--- src/rtl/strap_pkg.sv ---
package strap_pkg;

  typedef enum logic [1:0] {
    PH_INPUT = 2'd0,
    PH_LOW   = 2'd1,
    PH_RUN   = 2'd2
  } phase_t;

  typedef struct packed {
    logic fs;
    logic ss;
  } strap_t;

  // {strap, select} -> frequency code
  function automatic logic [1:0] freq_code_f(input logic fs, input logic sel);
    case ({fs, sel})
      2'b11:   return 2'd0;
      2'b10:   return 2'd1;
      2'b01:   return 2'd2;
      default: return 2'd3;
    endcase
  endfunction

  // CPU frequency, units of 10 kHz
  function automatic logic [15:0] cpu_x100_f(input logic [1:0] code);
    case (code)
      2'd0:    return 16'd10000;
      2'd1:    return 16'd6680;
      2'd2:    return 16'd11200;
      default: return 16'd10300;
    endcase
  endfunction

  // PCI frequency, units of 10 kHz
  function automatic logic [15:0] pci_x100_f(input logic [1:0] code);
    case (code)
      2'd0:    return 16'd3330;
      2'd1:    return 16'd3340;
      2'd2:    return 16'd3730;
      default: return 16'd3433;
    endcase
  endfunction

  // spread amplitude, hundredths of a percent
  function automatic logic [6:0] spread_bp_f(input logic ss);
    return ss ? 7'd50 : 7'd75;
  endfunction

endpackage

--- src/rtl/strap_timer.sv ---
module strap_timer
  import strap_pkg::*;
#(
  parameter int TIMER_CYC = 42954
) (
  input  logic   clk_ref,
  input  logic   pwr_good,
  output phase_t phase,
  output logic   cap_ev,
  output logic   in_low,
  output logic   run
);
  localparam int CW = (TIMER_CYC > 1) ? $clog2(TIMER_CYC) : 1;
  localparam logic [CW-1:0] LAST = CW'(TIMER_CYC - 1);

  logic [CW-1:0] cnt;

  always_ff @(posedge clk_ref or negedge pwr_good) begin
    if (!pwr_good) begin
      phase <= PH_INPUT;
      cnt   <= '0;
    end else begin
      case (phase)
        PH_INPUT: begin
          phase <= PH_LOW;
          cnt   <= '0;
        end
        PH_LOW: begin
          if (cnt == LAST) phase <= PH_RUN;
          else             cnt   <= cnt + 1'b1;
        end
        default: phase <= PH_RUN;
      endcase
    end
  end

  assign cap_ev = pwr_good && (phase == PH_INPUT);
  assign in_low = (phase == PH_LOW);
  assign run    = (phase == PH_RUN);
endmodule

--- src/rtl/strap_capture.sv ---
module strap_capture
  import strap_pkg::*;
(
  input  logic   clk_ref,
  input  logic   pwr_good,
  input  logic   cap_ev,
  input  logic   pad_fs_in,
  input  logic   pad_ss_in,
  output strap_t straps
);
  always_ff @(posedge clk_ref or negedge pwr_good) begin
    if (!pwr_good)   straps <= '0;
    else if (cap_ev) straps <= '{fs: pad_fs_in, ss: pad_ss_in};
  end
endmodule

--- src/rtl/strap_outmux.sv ---
module strap_outmux
  import strap_pkg::*;
#(
  parameter int N_OTH = 8
) (
  input  phase_t           phase,
  input  logic             src_ref,
  input  logic             src_usb,
  input  logic [N_OTH-1:0] src_oth,
  output logic             pad_fs_oe,
  output logic             pad_fs_out,
  output logic             pad_ss_oe,
  output logic             pad_ss_out,
  output logic [N_OTH-1:0] oth_oe,
  output logic [N_OTH-1:0] oth_out
);
  logic drive_en;
  logic pass_en;

  assign drive_en   = (phase != PH_INPUT);
  assign pass_en    = (phase == PH_RUN);
  assign pad_fs_oe  = drive_en;
  assign pad_ss_oe  = drive_en;
  assign pad_fs_out = pass_en & src_ref;
  assign pad_ss_out = pass_en & src_usb;

  for (genvar i = 0; i < N_OTH; i++) begin : g_oth
    assign oth_oe[i]  = drive_en;
    assign oth_out[i] = pass_en & src_oth[i];
  end
endmodule

--- src/rtl/strap_decode.sv ---
module strap_decode
  import strap_pkg::*;
(
  input  logic        valid,
  input  strap_t      straps,
  input  logic        sel_hi,
  output logic [1:0]  freq_code,
  output logic [15:0] cpu_x100,
  output logic [15:0] pci_x100,
  output logic [6:0]  spread_bp
);
  logic [1:0] code;

  assign code      = freq_code_f(straps.fs, sel_hi);
  assign freq_code = valid ? code : 2'd0;
  assign cpu_x100  = valid ? cpu_x100_f(code) : 16'd0;
  assign pci_x100  = valid ? pci_x100_f(code) : 16'd0;
  assign spread_bp = valid ? spread_bp_f(straps.ss) : 7'd0;
endmodule

--- src/rtl/strap_seq.sv ---
module strap_seq
  import strap_pkg::*;
#(
  parameter int TIMER_CYC = 42954,
  parameter int N_OTH     = 8
) (
  input  logic             clk_ref,
  input  logic             pwr_good,
  input  logic             sel_hi,
  input  logic             pad_fs_in,
  input  logic             pad_ss_in,
  input  logic             src_ref,
  input  logic             src_usb,
  input  logic [N_OTH-1:0] src_oth,
  output logic             pad_fs_oe,
  output logic             pad_fs_out,
  output logic             pad_ss_oe,
  output logic             pad_ss_out,
  output logic [N_OTH-1:0] oth_oe,
  output logic [N_OTH-1:0] oth_out,
  output logic             strap_fs,
  output logic             strap_ss,
  output logic             seq_done,
  output logic [1:0]       freq_code,
  output logic [15:0]      cpu_x100,
  output logic [15:0]      pci_x100,
  output logic [6:0]       spread_bp
);
  phase_t phase;
  logic   cap_ev;
  logic   in_low;
  logic   run;
  strap_t straps;

  strap_timer #(.TIMER_CYC(TIMER_CYC)) u_timer (
    .clk_ref (clk_ref),
    .pwr_good(pwr_good),
    .phase   (phase),
    .cap_ev  (cap_ev),
    .in_low  (in_low),
    .run     (run)
  );

  strap_capture u_cap (
    .clk_ref  (clk_ref),
    .pwr_good (pwr_good),
    .cap_ev   (cap_ev),
    .pad_fs_in(pad_fs_in),
    .pad_ss_in(pad_ss_in),
    .straps   (straps)
  );

  strap_outmux #(.N_OTH(N_OTH)) u_mux (
    .phase     (phase),
    .src_ref   (src_ref),
    .src_usb   (src_usb),
    .src_oth   (src_oth),
    .pad_fs_oe (pad_fs_oe),
    .pad_fs_out(pad_fs_out),
    .pad_ss_oe (pad_ss_oe),
    .pad_ss_out(pad_ss_out),
    .oth_oe    (oth_oe),
    .oth_out   (oth_out)
  );

  strap_decode u_dec (
    .valid    (run),
    .straps   (straps),
    .sel_hi   (sel_hi),
    .freq_code(freq_code),
    .cpu_x100 (cpu_x100),
    .pci_x100 (pci_x100),
    .spread_bp(spread_bp)
  );

  assign strap_fs = straps.fs;
  assign strap_ss = straps.ss;
  assign seq_done = run;
endmodule

--- config.mk ---
export PLATFORM = sky130hd
export DESIGN_NAME = strap_seq
export DESIGN_NICKNAME = d
export VERILOG_FILES = /design/src/rtl/strap_pkg.sv /design/src/rtl/strap_timer.sv /design/src/rtl/strap_capture.sv /design/src/rtl/strap_outmux.sv /design/src/rtl/strap_decode.sv /design/src/rtl/strap_seq.sv
export SDC_FILE = /design/constraint.sdc
export NUM_CORES = 1
export LEC_CHECK = 0
export ABC_AREA = 1
export BUFFER_PORTS_ARGS = -buffer_cell sky130_fd_sc_hd__buf_2
export CAP_MARGIN = 20
export CORE_AREA = 2 2 67 69
export CTS_CLUSTER_SIZE = 24
export DETAILED_ROUTE_END_ITERATION = 10
export DIE_AREA = 0 0 69 71
export MAX_ROUTING_LAYER = met4
export PLACE_DENSITY = 0.83
export SYNTH_ARGS = -nofsm -noshare
export SYNTH_HDL_FRONTEND = slang
export SYNTH_SLANG_ARGS = --single-unit
--- constraint.sdc ---
create_clock -name clk_ref -period 1.4 [get_ports clk_ref]
set_clock_uncertainty 0.1 [all_clocks]
set_input_delay 0.07 -clock clk_ref [delete_from_list [all_inputs] [get_ports clk_ref]]
set_output_delay 0.07 -clock clk_ref [all_outputs]
set_load 0.01 [all_outputs]
# Yosys cells after proc, flatten, opt, wreduce, memory -nomap -nowiden
# Cells that the tools add are included.
[word_totals]
regBits = 20
in_bits = 15
out_inout_bits = 64
[classes]
n_addsub = 1
n_eq_ne = 10
muxes = 12
n_bitwise = 10
n_reduce_logical = 6
[op_table]
columns = ["operator", "count"]
rows = [
  ["case mux 14 bit (3 select lines)", 1],
  ["case mux 16 bit (2 select lines)", 1],
  ["case mux 10 bit (3 select lines)", 1],
  ["adder 16 x 1 -> 16 bit (second input constant)", 1],
  ["equality test 16 bit (second input constant)", 1],
  ["2-to-1 mux 16 bit", 1],
  ["2-to-1 mux 14 bit", 1],
  ["2-to-1 mux 7 bit", 2],
  ["2-to-1 mux 12 bit", 1],
  ["bitwise AND 1 bit", 10],
  ["equality test 2 bit (second input constant)", 4],
  ["equality test 2 x 1 -> 1 bit (second input constant)", 3],
  ["case mux 2 bit (3 select lines)", 1],
  ["logical NOT 2 bit", 2],
  ["2-to-1 mux 2 bit", 2],
  ["case mux 2 bit (2 select lines)", 1],
  ["nonzero test 2 bit", 2],
  ["!= test 2 x 1 -> 1 bit (second input constant)", 1],
  ["!= test 2 bit (second input constant)", 1],
  ["AND reduction 2 bit", 1],
  ["logical AND 1 bit", 1],
]

# Logic depth before layout (Yosys ltp)
# Gate-level depths: netlist (run 1).
[depth]
ltp_word = 5
mapped_depth = 9
ltp_nobuf = 9

# Hierarchy
# A second synthesis (run 1) with hierarchy kept.
[unflattened]
hier_cells = 251
hier_area_um2 = 1706.6
[modules_own_cells]
columns = ["module", "n_inst", "cells_each", "area_per_inst_um2"]
rows = [
  ["strap_timer", 1, 160, 1173.6],
  ["strap_decode", 1, 50, 292.8],
  ["strap_outmux", 1, 32, 163.9],
  ["strap_capture", 1, 9, 76.3],
]

# Worst setup path before layout (run 1)
# Ideal clock, no wire load.
[synth_path]
kind = "flip-flop to output port"
start = "register u_timer.phase[0]"
end = "output port cpu_x100[5]"
t_arrival_ns = 1.723
required_ns = 1.230
setup_slack_ns = -0.493
path_stages_with_launch = 6
path_buffers = 2
cell_sequence = "dfrtp_1 -> nor2_1 -> inv_1 -> clkbuf_1 -> nor3_1 -> buf_4"
[synth_via]
elab_chain_cells = 2
[synth_lines]
columns = ["item", "line", "rtl"]
rows = [
  ["from (decl)", "strap_timer.sv:8", "output phase_t phase,"],
  ["from (signal assigned)", "strap_timer.sv:20", "phase <= PH_INPUT;"],
  ["from (signal assigned)", "strap_timer.sv:25", "phase <= PH_LOW;"],
  ["from (signal assigned)", "strap_timer.sv:29", "if (cnt == LAST) phase <= PH_RUN;"],
  ["equality test 2 bit", "strap_timer.sv:39", "assign run = (phase == PH_RUN);"],
  ["net seq_done", "strap_seq.sv:23", "output logic seq_done,"],
  ["2-to-1 mux 14 bit", "strap_decode.sv:16", "assign cpu_x100 = valid ? cpu_x100_f(code) : 16'd0;"],
  ["to (decl)", "strap_seq.sv:25", "output logic [15:0] cpu_x100,"],
]
# The timed path passes the listed nets, and every way through them passes these cells.

# Final worst setup path (run 1)
[layout_path]
start = "register u_timer.phase[0]"
end = "output port cpu_x100[6]"
[layout_via]
elab_chain_cells = 2
[layout_lines]
columns = ["item", "line"]
rows = [
  ["equality test 2 bit", "strap_timer.sv:39"],
  ["2-to-1 mux 14 bit", "strap_decode.sv:16"],
]
# Every way passes these cells.

==> impl_metrics.toml, run 1 <==
[setup_path]
max_fo_critical_path = 7
worstPathArrival_ps = 1370
end_kind = "output port"
crit_path_end = "cpu_x100[6]"
ff2ff_setup_slack_ps = -90
critical_path.reg2reg.endpoint = "u_timer.cnt[14]"
crit_required_ps = 1230
setup.worst_path.start_class = "flop"
rr_startpoint = "u_timer.cnt[0]"
cp-startpoint = "u_timer.phase[0]"
r2r.worst_path.cells = 8
setup.worst_path.class = "reg2out"

[clocking]
cts_tree = "built"
cts.root.buffer_cell = "sky130_fd_sc_hd__clkbuf_8"
cts_num_sinks = 20
cts.path.max_buffers = 2
cts-htree-levels = 1
worstSkewPairLatency_ps = 270
clk_pin_slew_worst_paths_ps = 80
numCtsBuffers = 3

[finish]
antenna-diode-count = 0
area.sequential_um2 = 500
most-common-layout-cells = "sky130_fd_sc_hd__buf_2 (59), sky130_fd_sc_hd__nand2_1 (53), sky130_fd_sc_hd__inv_1 (26), sky130_fd_sc_hd__buf_4 (26), sky130_fd_sc_hd__nor2_1 (22)"
flow.area_growth_from_synthesis_pct = 36.0
final_area_um2 = 2270
layout.filler_cells = 372
final_net_count = 337
drive_gt1_share_pct = 45.6
multi_input_area_um2 = 878
most_common_library_cell_in_the_layout_ignoring_fill_and_taps = "sky130_fd_sc_hd__buf_2"

[grt]
vias_in_the_first_global_route = 1614
grt_first_pass_wirelength_mm = 7.33
grt_antenna_before_repair = 0
track_usage_pct = 19.0
grt_start_max_net_pins = 21
grt_overflow_total = 0

[drt]
vias = 1753
detail_route.wirelength_mm = 4.61
drt_first_iter_violations = 81
drt_first_pass_iters = 4
ant_nets = 0
drc = 0
drt-wirelength-per-cell_um = 12.5
viasPerCell = 4.74

[synthesis]
yosys-top-cells-area = "sky130_fd_sc_hd__dfrtp_1 (30%), sky130_fd_sc_hd__buf_4 (17%), sky130_fd_sc_hd__nand2_1 (12%)"
yosysTopAreaCellShare_pct = 29.9
syn_avg_cell_area_um2 = 6.77
synth_seq_area_share_pct = 29.9
post_synthesis_cells = 247
synth_cell_types = 27
ys_seq_elements = 20
synth-warning-count = 0
netlist.top_cell.by_area = "sky130_fd_sc_hd__dfrtp_1"
synthesized_cell_area_um2 = 1670

[job]
max-cap-violations = 0

[timing]
fmax_mhz = 647
hold_viol_final = 0
final-max-slew-violation-count = 0
final.min_clock_period_ps = 1540
fin_ws_ps = -145
grt_setup_unrepaired = "true"
finalSetupViolCount = 54
post-route-period-util_pct = 110

[power_and_ir_drop]
leakagePower_nw = 1.24
peakVddDrop_mv = 0.248
power.total_mw = 1.07
power_density_nw_per_um2 = 470

[placed_design]
placedInstanceArea_um2 = 1990
place_hpwl_mm = 3.20
portBuffers = 69
gp_congestion = 0.936

[die]
die_h_um = 71
number_of_cell_rows = 24
dieWidth_um = 69
initial_core_util_pct = 39.8
placeableCoreArea_um2 = 4200
design.die.area_um2 = 4900
top_level_ports = 79

[outcome]
result_of_the_run = "finished, violations left"
failing_checks = "negative setup slack"

[min_path]
min-delay-path-class = "in2async"
routing by layer:
metal  part of all wire [%]  GRT usage, %
met5                      0             -
met4                    3.1          10.0
met3                    6.9          3.13
met2                     52          32.9
met1                     38          20.9
cells in the mapped netlist:
| library cell | instances |
|---|---|
| sky130_fd_sc_hd__a21oi_1 | 6 |
| sky130_fd_sc_hd__nand4_1 | 5 |
| sky130_fd_sc_hd__inv_1 | 30 |
| sky130_fd_sc_hd__clkinv_1 | 2 |
| sky130_fd_sc_hd__dfrtp_1 | 20 |
| sky130_fd_sc_hd__conb_1 | 1 |
| sky130_fd_sc_hd__nor3_1 | 3 |
| sky130_fd_sc_hd__nor2_1 | 35 |
| sky130_fd_sc_hd__nand2_2 | 3 |
| sky130_fd_sc_hd__xor2_1 | 1 |
| sky130_fd_sc_hd__ha_1 | 2 |
| sky130_fd_sc_hd__nand2_1 | 54 |
| sky130_fd_sc_hd__o21ai_1 | 2 |
| sky130_fd_sc_hd__o21ai_0 | 2 |
| sky130_fd_sc_hd__or2_2 | 1 |
| sky130_fd_sc_hd__nor2_2 | 1 |
| sky130_fd_sc_hd__o21bai_1 | 2 |
| sky130_fd_sc_hd__o211ai_1 | 1 |
| sky130_fd_sc_hd__nand3_2 | 1 |
| sky130_fd_sc_hd__inv_2 | 5 |
| sky130_fd_sc_hd__nor2_4 | 1 |
| sky130_fd_sc_hd__buf_4 | 37 |
| sky130_fd_sc_hd__buf_6 | 1 |
| sky130_fd_sc_hd__nand3_1 | 18 |
| sky130_fd_sc_hd__nand2_4 | 3 |
| sky130_fd_sc_hd__o21ai_2 | 8 |
| sky130_fd_sc_hd__clkbuf_1 | 2 |
registers in the layout, indices dropped and copies added (netlist names):
name           cells
u_timer.cnt       16
u_cap.straps       2
u_timer.phase      2
timing repair:
item / CTS / global route
endpoints found under the hold margin: 22 / 0
setup buffers: 8 / 2
gates resized for setup: 15 / 17
setup endpoints to repair: 66 / 67
hold buffers: 3 / 0
cloned: 1 / 0
pin swaps: 2 / 0
power by group:
group	internal [mW]	switching (mW)	leakage, nW
clock	0.193	0.209	0.0216
combinational	0.0290	0.0557	0.959
sequential	0.580	0.00253	0.257
area by class of cell:
type | instances | share of cell area [%]
Inverter | 37 | 6.22
Clock buffer | 3 | 1.82
Multi-Input combinational cell | 159 | 38.6
Sequential cell | 20 | 22.0
Timing Repair Buffer | 99 | 28.5
Tap cell | 52 | 2.86
worst max-delay path: stages, from the launching register on:
cell and delay, ps:
sky130_fd_sc_hd__dfrtp_1 410, sky130_fd_sc_hd__nor2_4 140, sky130_fd_sc_hd__inv_4 80, sky130_fd_sc_hd__nor2_4 100
sky130_fd_sc_hd__inv_2 60, sky130_fd_sc_hd__nor2_4 160, sky130_fd_sc_hd__buf_2 160
worst min-delay path by stage:
stage | startpoint | endpoint
floorplan | pwr_good | u_cap.straps[0]
global placement | pwr_good | u_timer.cnt[7]
detailed placement | pwr_good | u_timer.cnt[6]
CTS | pwr_good | u_timer.cnt[13]
global route | pwr_good | u_timer.cnt[9]
finish | pwr_good | u_timer.cnt[6]
stage by stage:
stage	hold WS (ps)	setup TNS [ps]	setup slack [ps]	utilization [%]	std cells
global route	294	-7820	-232	54.1	370
finish	244	-3150	-145	54.1	370
CTS	256	-3510	-92.1	52.0	368
detailed placement	12.7	-1170	-99.2	47.3	353
floorplan	-326	-274	-68.5	-	255
global placement	-2.72	-336	-39.7	47.3	353
cells by family (layout without fill, tap and decap cells):
kind of cell	count (synthesis)	in the layout	synth area share, %
compound gates	21	21	8.53
xor+xnor	1	1	0.524
fa+ha+maj	2	2	1.50
buf+inv	77	139	26.0
flops	20	20	29.9
other cells	1	9	0.224
simple gates	125	126	33.3
Power figures use the tool's default switching activity.
==> run 2: changes to the inputs <==
==> constraint.sdc (replaced) <==
create_clock -name clk_ref -period 1.4 [get_ports clk_ref]
set_clock_uncertainty 0.1 [all_clocks]
set_input_delay 0.07 -clock clk_ref [delete_from_list [all_inputs] [get_ports clk_ref]]
set_output_delay 0.07 -clock clk_ref [all_outputs]
set_load 0.1 [all_outputs]
==> run 2 against run 1 <==
  * The flow still finishes with violations (negative setup slack)
  * Largest power group unchanged
  * Critical path type is now reg2reg
  * Die area is the same
  * Fmax is 22% lower
  * First-iteration DRC count rose to 5.0 times the previous value
  * Largest cell class is now non-clock buffers
==> impl_metrics.toml, run 2 (synthesis results as in run 1) <==
[clocking]
cts_tree = "built"
cts.path.max_buffers = 2
cts_num_sinks = 20
numCtsBuffers = 3
clk_pin_slew_worst_paths_ps = 90
cts.root.buffer_cell = "sky130_fd_sc_hd__clkbuf_8"
cts-htree-levels = 1
worstSkewPairLatency_ps = 280

[timing]
fin_ws_ps = -591
finalSetupViolCount = 73
hold_viol_final = 0
totalNegativeSetupSlack_ps = -23550
fmax_mhz = 502
final.min_clock_period_ps = 1990
post-route-period-util_pct = 142
grt_setup_unrepaired = "true"
final-max-slew-violation-count = 0

[finish]
most_common_library_cell_in_the_layout_ignoring_fill_and_taps = "sky130_fd_sc_hd__buf_12"
final_net_count = 353
flip_flop_count_of_the_largest_register_after_layout = 16
most-common-layout-cells = "sky130_fd_sc_hd__buf_12 (46), sky130_fd_sc_hd__buf_4 (43), sky130_fd_sc_hd__nand2_1 (38), sky130_fd_sc_hd__inv_1 (24), sky130_fd_sc_hd__nor2_4 (22)"
antenna-diode-count = 0
final_util_pct = 82.4
largest-register = "u_timer.cnt"
drive_gt1_share_pct = 61.2
biggestRegsByFlops = "u_timer.cnt (16), u_cap.straps (2), u_timer.phase (2)"
flow.area_growth_from_synthesis_pct = 107

[drt]
drt-wirelength-per-cell_um = 23.3
drt_first_pass_iters = 7
detail_route.wirelength_mm = 9.02
drt_first_iter_violations = 403
ant_nets = 0
drc = 0
viasPerCell = 5.86
vias = 2268

[power_and_ir_drop]
leakagePower_nw = 1.59
peakVddDrop_mv = 0.464
power_density_nw_per_um2 = 362

[setup_path]
path_cells = "ha_2 -> nand3_2 -> buf_6 -> inv_2 -> nand2_2 -> nor2_1 -> nand2_1 -> nand3_1 -> o21ai_2"
crit_required_ps = 1470
path_buf_inv = 2
worst_path_largest_cell_delay_ps = 410
rr_startpoint = "u_timer.cnt[1]"
setup.worst_path.start_class = "flop"
max_fo_critical_path = 3
worst-path-stages = 9
critical_path.reg2reg.endpoint = "u_timer.cnt[12]"
critical_path.top_delay_family = "simple AND/OR/NAND/NOR gates"
cp-startpoint = "u_timer.cnt[1]"
r2r.worst_path.cells = 9
ff2ff_setup_slack_ps = -590
end_kind = "flop"
setup.worst_path.class = "reg2reg"
worstPathArrival_ps = 2060
crit_slowest_cell = "sky130_fd_sc_hd__dfrtp_1"

[grt]
grt_antenna_before_repair = 0
grt_first_pass_wirelength_mm = 12.0
vias_in_the_first_global_route = 2117
track_usage_pct = 32.2
grt_start_max_net_pins = 21
grt_overflow_total = 0

[placed_design]
pre_cts_ws_ps = -111
portBuffers = 69
place_hpwl_mm = 4.23
gp_congestion = 0.926

[die]
initial_core_util_pct = 39.8
dieWidth_um = 69
placeableCoreArea_um2 = 4200
design.die.area_um2 = 4900
top_level_ports = 79
die_h_um = 71
number_of_cell_rows = 24

[min_path]
holdCritStartpoint = "pad_fs_in"
min-delay-path-class = "in2reg"
min_path_cells = 3
timing.hold.worst_endpoint = "u_cap.straps[1]"

[job]
max-cap-violations = 0

[outcome]
failing_checks = "negative setup slack"
result_of_the_run = "finished, violations left"
[run 2: changes by cell type in the layout (fill, tap and decap cells not counted), sizes merged]
cell,before,now
clkinvlp,0,3
buf,96,111
inv,35,33
clkbuf,3,5
dlygate4sd3,3,2
[run 2: stage by stage]
| stage | hold slack (ps) | total power, mW | cells | cell area (um2) |
|---|---|---|---|---|
| floorplan | -326 | 0.767 | 255 | 2100 |
| global placement | 4.60 | 0.800 | 368 | 2920 |
| detailed placement | 3.63 | 0.804 | 368 | 2920 |
| CTS | 35.2 | 1.21 | 381 | 3240 |
| global route | 17.8 | 1.29 | 387 | 3470 |
| finish | 5.13 | 1.25 | 387 | 3470 |
[run 2: layout make-up]
type | count | area, um2
timing repair buffer | 114 | 1460
multi-input combinational | 159 | 1220
fill | 181 | 738
sequential | 20 | 507
inverter | 37 | 161
tap | 52 | 65.1
clock buffer | 4 | 45.0
timing repair inverter | 1 | 7.51
[run 2: metal layers]
layer | part of all wire [%] | up-vias | wire length (um) | global-route usage, %
met3 | 11 | 99 | 1000 | 8.83
met2 | 48 | 242 | 4300 | 53.7
met5 | 0 | - | 0 | -
li1 | - | 898 | - | -
met1 | 34 | 1029 | 3100 | 36.3
met4 | 6.8 | 0 | 616 | 14.2
[run 2: what timing repair did]
item / CTS / global route
hold endpoints to repair: 21 / 0
pin swaps: 17 / 13
gates cloned: 1 / 1
hold buffers: 2 / 0
resized for setup: 52 / 44
buffers inserted: 7 / 6
setup endpoints to repair: 66 / 74
[run 2: worst register-to-register path: stages, from the launching register on]
cell and delay [ps]:
sky130_fd_sc_hd__dfrtp_1 410, sky130_fd_sc_hd__ha_2 270, sky130_fd_sc_hd__nand3_2 160, sky130_fd_sc_hd__buf_6 170
sky130_fd_sc_hd__inv_2 80, sky130_fd_sc_hd__nand2_2 70, sky130_fd_sc_hd__nor2_1 180, sky130_fd_sc_hd__nand2_1 170
sky130_fd_sc_hd__nand3_1 170, sky130_fd_sc_hd__o21ai_2 90
[run 2: worst max path at each step]
stage                            to
detailed placement   u_timer.cnt[6]
CTS                      pad_ss_out
global route        u_timer.cnt[12]
finish              u_timer.cnt[12]
global placement     u_timer.cnt[6]
floorplan               cpu_x100[7]
[run 2: power by group]
part	internal [mW]	switching, mW	total [mW]
logic	0.0376	0.190	0.227
registers	0.581	0.00723	0.588
clock network	0.205	0.235	0.439
total	0.823	0.432	1.25
==> run 3: changes to the inputs <==
--- a/config.mk
+++ b/config.mk
@@ -16,4 +16,5 @@
 export PLACE_DENSITY = 0.83
 export SYNTH_ARGS = -nofsm -noshare
 export SYNTH_HDL_FRONTEND = slang
+export SYNTH_HIERARCHICAL = 1
 export SYNTH_SLANG_ARGS = --single-unit
==> run 3 against run 2 <==
  * Via count up 5.5%
  * Synthesized cell count up 1.6%
  * Sequential cell count unchanged
  * Die area unchanged
  * The flow still finishes with violations (negative setup slack)
  * Clock power up 37%
  * Register-to-register slack better by 130 ps
  * Area after synthesis up 2.0%
  * Cell count up 3.4%
  * Utilization up 6.2 points
  * Fmax up 7.1%
==> impl_metrics.toml, run 3 <==
[power_and_ir_drop]
peakVddDrop_mv = 0.540
power_density_nw_per_um2 = 381
leakagePower_nw = 1.71

[synthesis]
synthesized_cell_area_um2 = 1710
synthMostInstantiatedCell = "sky130_fd_sc_hd__nand2_1"
synth_top_flop_cell = "sky130_fd_sc_hd__dfrtp_1"
synth_top_family_by_area = "simple AND/OR/NAND/NOR gates"
ys_seq_elements = 20
simple_gate_area_share_of_the_yosys_netlist_pct = 33.9
yosys-top-cells-area = "sky130_fd_sc_hd__dfrtp_1 (29%), sky130_fd_sc_hd__buf_4 (16%), sky130_fd_sc_hd__nand2_1 (13%)"
netlist.top_cell.by_area = "sky130_fd_sc_hd__dfrtp_1"
synth_seq_area_share_pct = 29.3
synth_cell_types = 23
yosysTopAreaCellShare_pct = 29.3
syn_avg_cell_area_um2 = 6.80
yosys.area_share.adder_pct = 1.47
postSynth.asyncResetShare_pct = 100
synth_commonest_cells = "sky130_fd_sc_hd__nand2_1 (61), sky130_fd_sc_hd__inv_1 (38), sky130_fd_sc_hd__buf_4 (37)"
synth_xor_area_share_pct = 2.57
complex_gate_fraction_of_the_synthesized_area_pct = 6.09
synth-warning-count = 6
edff_count_synth = 0
post_synthesis_cells = 251
synthMuxAreaShare_pct = 0

[timing]
finalSetupViolCount = 73
fin_ws_ps = -460
fmax_mhz = 538
grt_setup_unrepaired = "true"
hold_viol_final = 0
final.min_clock_period_ps = 1860
final-max-slew-violation-count = 0
post-route-period-util_pct = 133

[drt]
routed-wl-met3_mm = 1.11
viasPerCell = 5.98
drt-met1-wl_mm = 3.06
detail_route.wirelength_mm = 9.86
top_layer = "met4"
wl_met2_mm = 4.76
drt_first_iter_violations = 257
drt-wirelength-per-cell_um = 24.7
ant_nets = 0
drc = 0
drt_first_pass_iters = 7
vias = 2393

[placed_design]
pre_cts_ws_ps = -224
place_hpwl_mm = 4.27
post-place-cells = 368
placedInstanceArea_um2 = 3080
gp_congestion = 1.05
portBuffers = 69

[finish]
final_util_pct = 88.6
largest-register = "u_timer/cnt"
antenna-diode-count = 0
multi_input_area_um2 = 1290
flip_flop_count_of_the_largest_register_after_layout = 16
biggestRegsByFlops = "u_timer/cnt (16), u_cap/straps (2), u_timer/phase (2)"
drive_gt1_share_pct = 65.2
instances_no_fill = 400
most-common-layout-cells = "sky130_fd_sc_hd__buf_12 (55), sky130_fd_sc_hd__buf_4 (37), sky130_fd_sc_hd__nand2_1 (36), sky130_fd_sc_hd__inv_1 (26), sky130_fd_sc_hd__nor2_4 (23)"
final_area_um2 = 3720
layout.filler_cells = 158
flow.area_growth_from_synthesis_pct = 118
most_common_library_cell_in_the_layout_ignoring_fill_and_taps = "sky130_fd_sc_hd__buf_12"
area.sequential_um2 = 507
final_net_count = 366

[clocking]
cts.path.max_buffers = 2
cts-htree-levels = 1
clk_pin_slew_worst_paths_ps = 80
cts_num_sinks = 20
cts.root.buffer_cell = "sky130_fd_sc_hd__clkbuf_8"
worstSkewPairLatency_ps = 270
cts_tree = "built"
numCtsBuffers = 3

[die]
initial_core_util_pct = 40.6
dieWidth_um = 69
placeableCoreArea_um2 = 4200
die_h_um = 71
number_of_cell_rows = 24
top_level_ports = 79
design.die.area_um2 = 4900

[setup_path]
setup.worst_path.class = "reg2reg"
ff2ff_setup_slack_ps = -460
max_fo_critical_path = 4
end_kind = "flop"
setup.worst_path.start_class = "flop"
crit_required_ps = 1470
worstPathArrival_ps = 1930

[grt]
grt_antenna_before_repair = 0
track_usage_pct = 34.5
vias_in_the_first_global_route = 2267
grt_overflow_total = 0
grt_first_pass_wirelength_mm = 12.6
grt_start_max_net_pins = 21

[outcome]
result_of_the_run = "finished, violations left"
failing_checks = "negative setup slack"

[job]
max-cap-violations = 0

[min_path]
min-delay-path-class = "in2async"
==> run 3: metrics by stage <==
stage / hold slack [ps] / power [mW] / TNS (ps)
after floorplan: -326 / 0.777 / -29270
after global placement: -12.4 / 0.798 / -599
after detailed placement: -5.32 / 0.804 / -2470
after CTS: 242 / 1.40 / -11240
after global routing: 264 / 1.46 / -21000
final: 262 / 1.42 / -19410
==> run 3: critical path: stages, from the launching register on <==
cell and delay [ps]:
sky130_fd_sc_hd__dfrtp_1 490, sky130_fd_sc_hd__inv_1 230, sky130_fd_sc_hd__nand3_4 140, sky130_fd_sc_hd__nor2_4 150
sky130_fd_sc_hd__buf_6 120, sky130_fd_sc_hd__nand3_4 160, sky130_fd_sc_hd__nand3_2 150, sky130_fd_sc_hd__nand2_2 80
sky130_fd_sc_hd__nand2_2 90, sky130_fd_sc_hd__inv_2 40
==> run 3: kinds of logic after synthesis <==
group / Yosys count
flops: 20
compound gates: 14
buf+inv: 79
simple gates: 130
xor+xnor: 5
fa+ha+maj: 2
other cells: 1
==> run 3: layout make-up <==
type / count / area share (%)
Clock buffer: 3 / 1.11
Clock inverter: 1 / 0.806
Multi-Input combinational cell: 164 / 34.5
Sequential cell: 20 / 13.6
Timing Repair Buffer: 120 / 43.5
Tap cell: 52 / 1.75
Inverter: 40 / 4.74
==> run 3: final timing paths <==
path / startpoint / endpoint / depth (start not counted)
min reg2reg: u_timer/cnt[3] / u_timer/cnt[3] / 2
max in group asynchronous: pwr_good / u_cap/straps[1] / 3
min in group clk_ref: src_oth[3] / oth_out[3] / 4
max: u_timer/cnt[14] / u_timer/cnt[15] / 9
min: pwr_good / u_timer/cnt[12] / 3
max reg2reg: u_timer/cnt[14] / u_timer/cnt[15] / 9
==> run 3: power by group <==
part           switching (mW)  total (mW)  internal, mW  leakage, nW
Combinational           0.190       0.221        0.0316         1.42
Clock                   0.221       0.603         0.383       0.0357
Sequential             0.0130       0.595         0.582        0.255
Total                   0.423        1.42         0.996         1.71
==> run 3: repair_timing <==
item,CTS,global route
endpoints found under the setup margin,70,74
hold buffers,3,0
gates resized for setup,54,45
gates cloned,3,1
hold endpoints to repair,22,0
buffers inserted,15,9
pin swaps,20,21
==> run 3: per-layer routing <==
layer	vias up	track usage, %
met5	-	-
met1	1088	33.8
met2	271	60.5
met4	0	21.4
li1	922	-
met3	112	9.69
